`src/rtl/rtcdiv_pkg.sv`:
```
package rtcdiv_pkg;
    localparam int REG_W  = 8;
    localparam int ADDR_W = 4;

    localparam logic [ADDR_W-1:0] A_CTRL = 4'h1;
    localparam logic [ADDR_W-1:0] A_CLKO = 4'hD;
    localparam logic [ADDR_W-1:0] A_TCTL = 4'hE;
    localparam logic [ADDR_W-1:0] A_TCNT = 4'hF;

    localparam int EN_BIT    = 7;
    localparam int PULSE_BIT = 4;
    localparam int TF_BIT    = 2;
    localparam int TIE_BIT   = 0;

    typedef enum logic [1:0] {
        CO_IDLE,
        CO_RUN,
        CO_SWAP
    } co_state_e;
endpackage

```
`src/rtl/rtcdiv_prescale.sv`:
```
module rtcdiv_prescale #(
    parameter int PRE_W   = 16,
    parameter int CO_B1   = 5,
    parameter int CO_B2   = 10,
    parameter int CO_B3   = 15,
    parameter int TM_B0   = 4,
    parameter int TM_B1   = 10,
    parameter int TM_B2   = 16,
    parameter int MIN_DIV = 60
) (
    input  logic       clk,
    input  logic       rst_n,
    input  logic       ref_tick,
    output logic [3:0] wave,
    output logic [3:0] tick
);
    localparam int MIN_W = (MIN_DIV > 1) ? $clog2(MIN_DIV) : 1;
    localparam logic [MIN_W-1:0] MIN_LAST = MIN_W'(MIN_DIV - 1);

    logic [PRE_W-1:0] cnt;
    logic [MIN_W-1:0] mcnt;

    function automatic int out_bit(input int g);
        case (g)
            0:       return 0;
            1:       return CO_B1;
            2:       return CO_B2;
            default: return CO_B3;
        endcase
    endfunction

    function automatic int tap_bit(input int g);
        case (g)
            0:       return TM_B0;
            1:       return TM_B1;
            default: return TM_B2;
        endcase
    endfunction

    // Half-period counter: bit k toggles every 2^k strobes.
    always_ff @(posedge clk or negedge rst_n) begin
        if (!rst_n)        cnt <= '0;
        else if (ref_tick) cnt <= cnt + 1'b1;
    end

    for (genvar g = 0; g < 4; g++) begin : g_wave
        assign wave[g] = cnt[out_bit(g)];
    end

    // A tap fires on the strobe that rolls its low bits over.
    for (genvar g = 0; g < 3; g++) begin : g_tap
        localparam logic [PRE_W-1:0] MASK = PRE_W'((64'd1 << tap_bit(g)) - 64'd1);
        assign tick[g] = ref_tick && ((cnt & MASK) == MASK);
    end

    always_ff @(posedge clk or negedge rst_n) begin
        if (!rst_n)       mcnt <= '0;
        else if (tick[2]) mcnt <= (mcnt == MIN_LAST) ? '0 : mcnt + 1'b1;
    end

    assign tick[3] = tick[2] && (mcnt == MIN_LAST);
endmodule

```
`src/rtl/rtcdiv_clkgate.sv`:
```
module rtcdiv_clkgate
    import rtcdiv_pkg::*;
(
    input  logic       clk,
    input  logic       rst_n,
    input  logic       en,
    input  logic [1:0] req_sel,
    input  logic [3:0] wave,
    output logic       clk_out,
    output logic [1:0] cur_sel
);
    co_state_e  state, state_n;
    logic [1:0] sel_n;
    logic       old_low, new_low;

    assign old_low = ~wave[cur_sel];
    assign new_low = ~wave[req_sel];

    always_comb begin
        state_n = state;
        sel_n   = cur_sel;
        unique case (state)
            CO_IDLE: begin
                if (en && new_low) begin
                    state_n = CO_RUN;
                    sel_n   = req_sel;
                end
            end
            CO_RUN: begin
                if (!en) begin
                    if (old_low) state_n = CO_IDLE;
                end else if (req_sel != cur_sel) begin
                    state_n = CO_SWAP;
                end
            end
            CO_SWAP: begin
                if (!en) begin
                    if (old_low) state_n = CO_IDLE;
                end else if (old_low && new_low) begin
                    state_n = CO_RUN;
                    sel_n   = req_sel;
                end
            end
            default: state_n = CO_IDLE;
        endcase
    end

    // State register.
    always_ff @(posedge clk or negedge rst_n) begin
        if (!rst_n) begin
            state   <= CO_IDLE;
            cur_sel <= '0;
        end else begin
            state   <= state_n;
            cur_sel <= sel_n;
        end
    end

    // Output register.
    always_ff @(posedge clk or negedge rst_n) begin
        if (!rst_n) clk_out <= 1'b0;
        else        clk_out <= (state != CO_IDLE) && wave[cur_sel];
    end
endmodule

```
`src/rtl/rtcdiv_countdown.sv`:
```
module rtcdiv_countdown
    import rtcdiv_pkg::*;
(
    input  logic             clk,
    input  logic             rst_n,
    input  logic             en,
    input  logic [1:0]       src_sel,
    input  logic [3:0]       tick,
    input  logic             load_we,
    input  logic [REG_W-1:0] load_val,
    output logic [REG_W-1:0] count,
    output logic [REG_W-1:0] reload,
    output logic             expire,
    output logic             pulse
);
    logic step;

    assign step   = en && tick[src_sel];
    assign expire = step && (count <= REG_W'(1));

    always_ff @(posedge clk or negedge rst_n) begin
        if (!rst_n) begin
            count  <= '0;
            reload <= '0;
        end else if (load_we) begin
            count  <= load_val;
            reload <= load_val;
        end else if (step) begin
            count  <= expire ? reload : count - 1'b1;
        end
    end

    // Pulse lasts from an expiry to the next source tick.
    always_ff @(posedge clk or negedge rst_n) begin
        if (!rst_n)    pulse <= 1'b0;
        else if (!en)  pulse <= 1'b0;
        else if (step) pulse <= expire;
    end
endmodule

```
`src/rtl/rtcdiv_timer.sv`:
```
module rtcdiv_timer
    import rtcdiv_pkg::*;
#(
    parameter int PRE_W   = 16,
    parameter int CO_B1   = 5,
    parameter int CO_B2   = 10,
    parameter int CO_B3   = 15,
    parameter int TM_B0   = 4,
    parameter int TM_B1   = 10,
    parameter int TM_B2   = 16,
    parameter int MIN_DIV = 60
) (
    input  logic              clk,
    input  logic              rst_n,
    input  logic              ref_tick,
    input  logic              wr_en,
    input  logic [ADDR_W-1:0] wr_addr,
    input  logic [REG_W-1:0]  wr_data,
    input  logic [ADDR_W-1:0] rd_addr,
    output logic [REG_W-1:0]  rd_data,
    output logic              clk_out,
    output logic              irq_n
);
    logic [3:0]       wave, tick;
    logic             co_en_q, tm_en_q, tie_q, pulse_q, tf_q;
    logic [1:0]       co_sel_q, tm_sel_q, cur_sel;
    logic             ctrl_we, clko_we, tctl_we, tcnt_we;
    logic [REG_W-1:0] cd_count, cd_reload;
    logic             cd_expire, cd_pulse;

    assign ctrl_we = wr_en && (wr_addr == A_CTRL);
    assign clko_we = wr_en && (wr_addr == A_CLKO);
    assign tctl_we = wr_en && (wr_addr == A_TCTL);
    assign tcnt_we = wr_en && (wr_addr == A_TCNT);

    rtcdiv_prescale #(
        .PRE_W(PRE_W), .CO_B1(CO_B1), .CO_B2(CO_B2), .CO_B3(CO_B3),
        .TM_B0(TM_B0), .TM_B1(TM_B1), .TM_B2(TM_B2), .MIN_DIV(MIN_DIV)
    ) u_pre (
        .clk(clk), .rst_n(rst_n), .ref_tick(ref_tick), .wave(wave), .tick(tick)
    );

    rtcdiv_clkgate u_gate (
        .clk(clk), .rst_n(rst_n), .en(co_en_q), .req_sel(co_sel_q),
        .wave(wave), .clk_out(clk_out), .cur_sel(cur_sel)
    );

    rtcdiv_countdown u_cd (
        .clk(clk), .rst_n(rst_n), .en(tm_en_q), .src_sel(tm_sel_q), .tick(tick),
        .load_we(tcnt_we), .load_val(wr_data), .count(cd_count),
        .reload(cd_reload), .expire(cd_expire), .pulse(cd_pulse)
    );

    always_ff @(posedge clk or negedge rst_n) begin
        if (!rst_n) begin
            co_en_q  <= 1'b0;
            co_sel_q <= '0;
            tm_en_q  <= 1'b0;
            tm_sel_q <= '0;
            tie_q    <= 1'b0;
            pulse_q  <= 1'b0;
            tf_q     <= 1'b0;
        end else begin
            if (clko_we) begin
                co_en_q  <= wr_data[EN_BIT];
                co_sel_q <= wr_data[1:0];
            end
            if (tctl_we) begin
                tm_en_q  <= wr_data[EN_BIT];
                tm_sel_q <= wr_data[1:0];
            end
            if (ctrl_we) begin
                tie_q   <= wr_data[TIE_BIT];
                pulse_q <= wr_data[PULSE_BIT];
            end
            if (cd_expire)                        tf_q <= 1'b1;
            else if (ctrl_we && !wr_data[TF_BIT]) tf_q <= 1'b0;
        end
    end

    always_comb begin
        rd_data = '0;
        case (rd_addr)
            A_CTRL: begin
                rd_data[PULSE_BIT] = pulse_q;
                rd_data[TF_BIT]    = tf_q;
                rd_data[TIE_BIT]   = tie_q;
            end
            A_CLKO: begin
                rd_data[EN_BIT] = co_en_q;
                rd_data[1:0]    = co_sel_q;
            end
            A_TCTL: begin
                rd_data[EN_BIT] = tm_en_q;
                rd_data[1:0]    = tm_sel_q;
            end
            A_TCNT:  rd_data = cd_count;
            default: rd_data = '0;
        endcase
    end

    assign irq_n = ~(tie_q & (pulse_q ? cd_pulse : tf_q));
endmodule

```
`config.mk`:
```
export PLATFORM = sky130hd
export DESIGN_NAME = rtcdiv_timer
export DESIGN_NICKNAME = d
export VERILOG_FILES = /design/src/rtl/rtcdiv_pkg.sv /design/src/rtl/rtcdiv_prescale.sv /design/src/rtl/rtcdiv_clkgate.sv /design/src/rtl/rtcdiv_countdown.sv /design/src/rtl/rtcdiv_timer.sv
export SDC_FILE = /design/constraint.sdc
export NUM_CORES = 1
export LEC_CHECK = 0
export BUFFER_PORTS_ARGS = -buffer_cell sky130_fd_sc_hd__buf_4
export CORE_ASPECT_RATIO = 1.5
export CORE_MARGIN = 2
export CORE_UTILIZATION = 45
export DETAILED_ROUTE_END_ITERATION = 10
export PLACE_DENSITY = 0.68
export SLEW_MARGIN = 20
export SYNTH_ARGS = -nofsm -noshare
export SYNTH_HDL_FRONTEND = slang
export SYNTH_SLANG_ARGS = --single-unit
```
`constraint.sdc`:
```
create_clock -name clk -period 2.3 [get_ports clk]
set_input_delay 0.345 -clock clk [delete_from_list [all_inputs] [get_ports clk]]
set_output_delay 0.345 -clock clk [all_outputs]
set_load 0.02 [all_outputs]
```
-- Yosys cells after proc, flatten, opt, wreduce, memory -nomap -nowiden
Index checks and enable logic that the tools add are counted.
Widths: inputs -> output; s select.
- word-level logic and storage cells: 102
- bits of input ports: 20
- output and inout port bits: 10
- bits in registers: 53
- reduce and logical (&&, ||, !) cells: 22
- add/subtract/negate cells: 3
- order comparisons: 4
- bitwise operators: 4
- multiplexer cells: 33
- eq/ne operators: 21
- operators by type and width (kind ; count):
    $eq 4x4->1 const B ; 7
    $mux 8 ; 3
    $mux 2 ; 10
    $add 16x1->16 const B ; 1
    $eq 16x16->1 const B ; 1
    $logic_and 1x1->1 ; 14
    $eq 10x10->1 const B ; 1
    $lt 2x3->1 const B ; 3
    $mux 1 ; 9
    $eq 4x1->1 const B ; 2
    $le 8x1->1 const B ; 1
    $reduce_bool 2->1 ; 4
    $sub 8x1->8 const B ; 1
    $add 6x1->6 const B ; 1
    $bmux 1 s2 ; 3
    $eq 6x6->1 const B ; 1
    $mux 6 ; 1
    $ne 2x1->1 const B ; 3
    $ne 3x2->1 const B ; 2
    $pmux 1 s3 ; 2
    $pmux 2 s3 ; 1
    $pmux 1 s2 ; 2
    $pmux 1 s4 ; 1
    $pmux 2 s2 ; 1
    10 further kinds ; 12

-- Depth between registers and ports, before layout
Gate-level depths: netlist of the first run.
- word-level depth: 10
- mapped depth: 8

-- Hierarchy
Synthesis of the first run repeated with hierarchy kept, for this count alone.
- cell total of the unflattened synthesis: 283
- area total of the unflattened synthesis: 2996.6 sq um
- by module, submodules not included (module ; cells each ; instances ; area each (sq um)):
    rtcdiv_prescale ; 98 ; 1 ; 1093.5
    rtcdiv_countdown ; 110 ; 1 ; 1031.0
    rtcdiv_timer ; 53 ; 1 ; 571.8
    rtcdiv_clkgate ; 22 ; 1 ; 300.3

-- Least setup slack after synthesis of the first run
Ideal clock, no wire load.
- kind: register -> register
- from: register u_cd.count[2]
- to: register u_cd.count[3]
- cell stages (with the launch flop): 8
- period minus slack after synthesis: 2246 ps
- path buffers: 2
- arrival time: 2177 ps
- slack: 54 ps
- data required time: 2231 ps
- cell sequence: dfrtp_1 > or4_1 > buf_2 > or3_1 > buf_6 > a31o_1 > or4_1 > nand3_1
- word-level cells in the longest chain between the ends: 5
- ends and longest elaborated chain (item ; line ; RTL):
    from (decl) ; rtcdiv_countdown.sv:11 ; output logic [REG_W-1:0] count,
    from (signal assigned) ; rtcdiv_countdown.sv:26 ; count <= load_val;
    from (signal assigned) ; rtcdiv_countdown.sv:29 ; count <= expire ? reload : count - 1'b1;
    $le 8x1->1 ; rtcdiv_countdown.sv:19 ; assign expire = step && (count <= REG_W'(1));
    $logic_and 1x1->1 ; rtcdiv_countdown.sv:19 ;
    $mux 8 * ; rtcdiv_countdown.sv:29 ;
    $mux 8 * ; rtcdiv_countdown.sv:28 ; end else if (step) begin
    $mux 8 * ; rtcdiv_countdown.sv:25 ; end else if (load_we) begin
Every way passes the cells marked *; elsewhere a longest branch is shown, timed or not. The select of a mux whose other input is x is not followed.
A chain may end at the register's enable or synchronous reset.

-- Worst setup path after layout of the first run
- from: register u_pre.cnt[1]
- to: register u_cd.count[7]
- word-level cells in the longest chain between the ends: 10
- ends and longest elaborated chain (item ; line ; RTL):
    from (decl) ; rtcdiv_prescale.sv:20 ; logic [PRE_W-1:0] cnt;
    from (signal assigned) ; rtcdiv_prescale.sv:43 ; else if (ref_tick) cnt <= cnt + 1'b1;
    $eq 16x16->1 ; rtcdiv_prescale.sv:53 ; assign tick[g] = ref_tick && ((cnt & MASK) == MASK);
    $logic_and 1x1->1 ; rtcdiv_prescale.sv:53 ;
    $logic_and 1x1->1 ; rtcdiv_prescale.sv:61 ; assign tick[3] = tick[2] && (mcnt == MIN_LAST);
    $bmux 1 s2 * ; rtcdiv_countdown.sv:18 ; assign step = en && tick[src_sel];
    $mux 1 (implied by the code) * ; rtcdiv_countdown.sv:18 ;
    $logic_and 1x1->1 * ; rtcdiv_countdown.sv:18 ;
    $logic_and 1x1->1 ; rtcdiv_countdown.sv:19 ;
    $mux 8 ; rtcdiv_countdown.sv:29 ;
    $mux 8 ; rtcdiv_countdown.sv:28 ;
    $mux 8 ; rtcdiv_countdown.sv:25 ;
Marks and branches as above.

==> results of run 1 <==
layer usage:
metal / wire [um] / GRT usage [%] / share of wire, % / up-vias
met5: 0 / 0 / 0 / -
met4: 219 / 10.1 / 3.2 / 0
met3: 191 / 3.08 / 2.8 / 16
met2: 3710 / 39.3 / 54 / 54
met1: 2730 / 23.5 / 40 / 1199
li1: - / - / - / 1194
worst max-delay path, delay by kind of cell, from the launching register on:
kind	cells	cell delay (ns)
DFF	1	0.37
buffers and inverters	1	0.12
and+or+nand+nor	4	1.24
AOI/OAI and AO/OA	1	0.28
adders and majority gates	1	0.18
cells in the mapped netlist (3+ instances only):
library cell  number
nand3_1           12
a22oi_1            4
nor4_1             5
inv_1              7
or3_1              4
o21ai_0           16
dfrtp_1           53
ha_1               4
or4_1              5
o211ai_1           7
mux2_2            13
xor2_1            11
nand2_1           47
nor3_1             4
a31oi_1            3
nand4_1            7
a211o_1            3
a2111oi_0          3
nor2b_1            5
xnor2_1            9
nor2_1            22
and3_1             7
clkbuf_1           6
state kept, by name, summed over array words and instances (netlist names):
| signal | count |
|---|---|
| co_en_q | 1 |
| co_sel_q | 2 |
| pulse_q | 1 |
| tf_q | 1 |
| tie_q | 1 |
| tm_en_q | 1 |
| tm_sel_q | 2 |
| u_cd.count | 8 |
| u_cd.pulse | 1 |
| u_cd.reload | 8 |
| u_gate.clk_out | 1 |
| u_gate.cur_sel | 2 |
| u_gate.state | 2 |
| u_pre.cnt | 16 |
| u_pre.mcnt | 6 |
timing repair:
action                                  CTS  global route
gates resized for setup                   3             9
setup buffers                             0             7
endpoints found under the hold margin     0             0
endpoints found under the setup margin    7             7
pin swaps                                 0            13
cell type report:
class                      count  area [sq um]  area share, %
multi-input combinational    224          1490           41.9
inverter                       7          26.3          0.740
timing repair buffer          66           503           14.2
sequential                    53          1330           37.4
clock inverter                 3          43.8           1.23
clock buffer                   5          68.8           1.94
tap                           74          92.6           2.61
power by group through the flow:
stage          sequential [W]  combinational, W  clock, W
6_report              0.00138           0.00142  0.000645
5_1_grt               0.00142           0.00157  0.000697
4_1_cts               0.00138           0.00134  0.000661
3_5_place_dp          0.00140           0.00132         0
3_3_place_gp          0.00139           0.00129         0
2_1_floorplan         0.00140          0.000777         0
how the worst min path moves through the flow:
stage,cells after the start,to,from,slack [ns]
finish,1,u_cd.count[4]$_DFFE_PN0P_,rst_n,0.05
CTS,1,u_cd.count[1]$_DFFE_PN0P_,rst_n,0.08
floorplan,0,co_en_q$_DFFE_PN0P_,rst_n,0.05
detailed placement,1,u_cd.count[4]$_DFFE_PN0P_,rst_n,0.43
global route,1,u_cd.reload[4]$_DFFE_PN0P_,rst_n,0.1
global placement,1,u_cd.reload[2]$_DFFE_PN0P_,rst_n,0.42
through the flow:
step | utilization (%) | total power [W] | setup TNS [ns] | hold slack (ns)
finish | 57.9 | 0.00344 | 0 | 0.0500
global route | 57.9 | 0.00368 | -0.236 | 0.0993
CTS | 56.6 | 0.00338 | 0 | 0.0831
detailed placement | 54.6 | 0.00272 | -0.129 | 0.426
global placement | 54.6 | 0.00268 | 0 | 0.421
floorplan | - | 0.00218 | 0 | 0.0494
logic make-up (layout without fill, tap and decap cells):
logic type / Yosys count / after routing
adders and majority gates: 4 / 4
DFF: 53 / 53
xor gates and xnor gates: 20 / 20
buffers and inverters: 17 / 81
and+or+nand+nor: 132 / 132
muxes: 17 / 17
AOI/OAI and AO/OA: 51 / 51
==> flow_summary.ini, run 1 <==
[run_status]
status = complete, no violations

[route]
dr_total_vias = 2463
antenna_violating_nets_post_route = 0
detail_route.drc_violations = 0
avgRoutedWirePerCell_um = 15.9
post_drt_via_cell_ratio = 5.70
totalWireLength_um = 6860
drt_iter0_markers = 149
drt_first_pass_iters = 4

[setup_path]
arrival_ns = 2.50
timing.rr.start = u_pre.cnt[1]$_DFFE_PN0P_
slowest_delay_ns = 0.57
crit_end = u_cd.count[7]$_DFFE_PN0P_
critPathCaptureType = flip-flop
crit_fanout = 7
setup.worst_path.start = u_pre.cnt[1]$_DFFE_PN0P_
regToRegEndpoint = u_cd.count[7]$_DFFE_PN0P_
worst_path_most_repeated_cell = or4_4
cell_chain_of_the_critical_path = ha_2, nand4_1, or4_4, a22o_4, buf_6, or4_4, nand3_2
worst_endpoint_required_time_ns = 2.56
ff2ff_path_depth = 7
worst_r2r_setup_slack_ns = 0.06
critical_path.startpoint_type = flip-flop
crit_type = reg2reg
cpMaxStageDelayCell = or4_4

[grt]
antenna_found_initial = 0
grt_first_pass_wirelength_um = 11700
grt_start_max_net_pins = 54
grt_use_total_pct = 21.1
grt_pass1_vias = 2472
grt.overflow.total = 0

[yosys]
synth_sequential_area_ratio_pct = 46.3
portion_of_synthesized_cell_area_occupied_by_the_leading_cell_type_pct = 46.3
post_synth_fa_ha_maj_area_fraction_pct = 1.75
synth_xor_area_share_pct = 6.12
synthesis.yosys.warnings = 0
synthSimpleGateAreaFrac_pct = 23.6
syn_area_sq_um = 2860
syn-mean-instance-area_sq_um = 9.73
dominant_synthesized_flop_cell = dfrtp_1
post_synth_edffs = 0
cell_type_with_the_highest_aggregate_area_in_the_netlist = dfrtp_1
share_of_flip_flops_with_an_asynchronous_set_or_reset_pct = 100
yosysUniqueCellTypes = 52
compound_cell_area_share_of_the_yosys_netlist_pct = 12.2
synth_area_leaders = dfrtp_1, nand2_1, mux2_2, xor2_1, nor2_1
synth.mux.area_fraction_pct = 7.39
synth_top_family_by_area = simple AND/OR/NAND/NOR gates
synthCells = 294
ys_ff_latch = 53
syn_nets = 318

[pwr]
static-leakage-power_nw = 1.69
power_density_nw_per_um2 = 970
worst_ir_drop_on_vdd_mv = 0.401
netSwitchingPower_w = 0.00122
cell_internal_pwr_w = 0.00223
p_seq_share_pct = 40.1
power.switching_fraction_pct = 35.4
comb_power_share_pct = 41.2
clkPwrFrac_pct = 18.7

[floorplanning]
core_area_sq_um = 6130
die_h_um = 102
initial_utilization_pct = 46.7
die_area_sq_um = 7030
ioPinCount = 30
rows = 35
die_span_x_um = 69.1

[clock_network]
cts_tree = yes
numClockSinks = 53
h_tree_depth = 2
tritoncts.num_buffers = 5
cts.path.max_buffers = 2
ctsRootBufferMaster = clkbuf_8
path_clk_slew_ns = 0.10
clk-insertion-delay-late_ns = 0.31
hold_buffers = 0

[timing]
grt_setup_unrepaired = true
tightest_slew_ns = 0.669
finalWorstPathRequiredPeriod_ns = 2.24
max_freq_ghz = 0.446
finalMaxSlewViolations = 0
min_period_over_period_pct = 97.4
finClkSkew_ns = 0.0151
pnr_worst_setup_slack_ns = 0.0587
setup_viol = 0
slew_headroom_pct = 55.4
number_of_hold_violations_in_the_final_report = 0

[placed_design]
detailedPlacementHpwl_um = 5160
finalWeightedCongestion = 0.856
io_buffer_count = 29
preCtsSetupSlack_ns = -0.0792
placed_cell_area_sq_um = 3350
placedCellCount = 417

[final_layout]
layout-area-overhead-vs-synth_pct = 24.0
layout_commonest_cell = buf_4
antenna_diodes = 0
final_nets = 381
layout.cells.most_common_list = buf_4, dfrtp_1, nand2_1, nor2_1, o21ai_0
post-route-cell-area_sq_um = 3550
drive_above_1_share_pct = 28.2
layout.cells.non_filler = 432
fillerInstances = 562

[flow_run]
max_cap_viol_count = 0

[hold_path]
hold_path.class = in2async
(Power assumes the default switching activity.)
==> run 2: changes to the inputs <==
- RECOVER_POWER: default -> 25
==> run 2 against run 1 <==
Against the previous run: first-iteration DRC count unchanged; via count barely moved; die area unchanged; routed wire length barely moved; clock power about the same; flip-flop and latch count did not move; sequential power is essentially flat; global-route usage did not move; utilization about the same; combinational power barely moved; critical path depth did not move; clock skew stayed put; critical endpoint unchanged.
==> flow_summary.ini, run 2 (synthesis gave the netlist of run 1 again) <==
[run_status]
status = complete, no violations

[floorplanning]
ioPinCount = 30
die_area_sq_um = 7030
die_span_x_um = 69.1
rows = 35
core_area_sq_um = 6130
die_h_um = 102
initial_utilization_pct = 46.7

[final_layout]
drive_above_1_share_pct = 28.2
final_nets = 381
fillerInstances = 563
multi_input_area_sq_um = 1490
reg_top3 = u_pre.cnt x16, u_cd.count x8, u_cd.reload x8
layout-area-overhead-vs-synth_pct = 24.0
final-seq-area_sq_um = 1330
max_flop_register = u_pre.cnt
largest_reg_flops = 16
layout_commonest_cell = buf_4
layout.cells.most_common_list = buf_4, dfrtp_1, nand2_1, nor2_1, o21ai_0
antenna_diodes = 0
layout.cells.non_filler = 432

[grt]
grt_first_pass_wirelength_um = 11700
grt_pass1_vias = 2472
grt_use_total_pct = 21.1
antenna_found_initial = 0
grt_start_max_net_pins = 54
grt.overflow.total = 0

[placed_design]
placedCellCount = 417
detailedPlacementHpwl_um = 5160
finalWeightedCongestion = 0.856
io_buffer_count = 29

[timing]
grt_setup_unrepaired = true
setup_viol = 0
number_of_hold_violations_in_the_final_report = 0
max_freq_ghz = 0.446
finalWorstPathRequiredPeriod_ns = 2.24
min_period_over_period_pct = 97.4
slew_headroom_pct = 13.0
tightest_slew_ns = 1.30
finalMaxSlewViolations = 0
finClkSkew_ns = 0.0151

[route]
drt_iter0_markers = 149
antenna_violating_nets_post_route = 0
dr_total_vias = 2464
post_drt_via_cell_ratio = 5.70
detail_route.drc_violations = 0
avgRoutedWirePerCell_um = 15.9
drt_first_pass_iters = 4
totalWireLength_um = 6860

[clock_network]
numClockSinks = 53
cts_tree = yes
tritoncts.num_buffers = 5
h_tree_depth = 2
cts.path.max_buffers = 2
ctsRootBufferMaster = clkbuf_8
path_clk_slew_ns = 0.10
clk-insertion-delay-late_ns = 0.31

[setup_path]
crit_type = reg2reg
worst_endpoint_required_time_ns = 2.56
crit_fanout = 7
arrival_ns = 2.50
critical_path.startpoint_type = flip-flop
critPathCaptureType = flip-flop

[pwr]
static-leakage-power_nw = 1.69
worst_ir_drop_on_vdd_mv = 0.401
report.power.total_w = 0.00344
power_density_nw_per_um2 = 971

[hold_path]
hold_path.class = in2reg

[flow_run]
max_cap_viol_count = 0
## run 2: per-stage QoR
stage               util [%]  hold slack (ns)  TNS, ns  setup WS, ns  area (sq um)
global placement        54.6            0.421        0       0.00886          3350
detailed placement      54.6            0.426   -0.129       -0.0792          3350
global route            57.9            0.219   -0.236       -0.0614          3550
CTS                     56.6           0.0831        0       0.00987          3470
finish                  57.9            0.225        0        0.0587          3550
floorplan                  -           0.0494        0        0.0539          2860
## run 2: repair_timing
item,CTS,global route
buffers inserted,0,7
pin swaps,0,13
resized for setup,3,9
hold buffers,0,0
setup endpoints to repair,7,7
## run 2: path summary, 6_finish.rpt
kind / slack, ns / cells after the start / end / from
worst max-delay path: 0.06 / 7 / u_cd.count[7]$_DFFE_PN0P_ / u_pre.cnt[1]$_DFFE_PN0P_
worst min-delay path: 0.23 / 3 / u_cd.reload[6]$_DFFE_PN0P_ / wr_data[6]
worst max register to register: 0.06 / 7 / u_cd.count[7]$_DFFE_PN0P_ / u_pre.cnt[1]$_DFFE_PN0P_
worst min register to register: 0.48 / 1 / u_pre.cnt[13]$_DFFE_PN0P_ / u_pre.cnt[13]$_DFFE_PN0P_
max in group asynchronous: 1.20 / 1 / u_cd.reload[3]$_DFFE_PN0P_ / rst_n
min in group asynchronous: 0.30 / 1 / u_cd.count[4]$_DFFE_PN0P_ / rst_n
## run 2: routing by layer
layer,global-route usage (%),vias up,part of all wire (%),wire length [um]
li1,-,1194,-,-
met1,23.5,1200,40,2730
met2,39.3,54,54,3710
met3,3.08,16,2.9,196
met4,10.1,0,3.2,219
met5,0,-,0,0
## run 2: power breakdown
part	switching [W]	internal [W]	leakage, nW
clock network	0.000319	0.000327	0.0585
logic	0.000687	0.000731	0.951
registers	0.000214	0.00117	0.681
## run 2: area by class of cell
cell class | instances | area share [%]
Timing Repair Buffer | 66 | 14.1
Multi-Input combinational cell | 224 | 42.0
Sequential cell | 53 | 37.4
Clock inverter | 3 | 1.23
Clock buffer | 5 | 1.94
Inverter | 7 | 0.741
Tap cell | 74 | 2.61
## run 2: critical path, stage by stage, from the launching register on
cell,delay [ns]
dfrtp_1,0.37
ha_2,0.18
nand4_1,0.10
or4_4,0.57
a22o_4,0.28
buf_6,0.12
or4_4,0.50
nand3_2,0.07
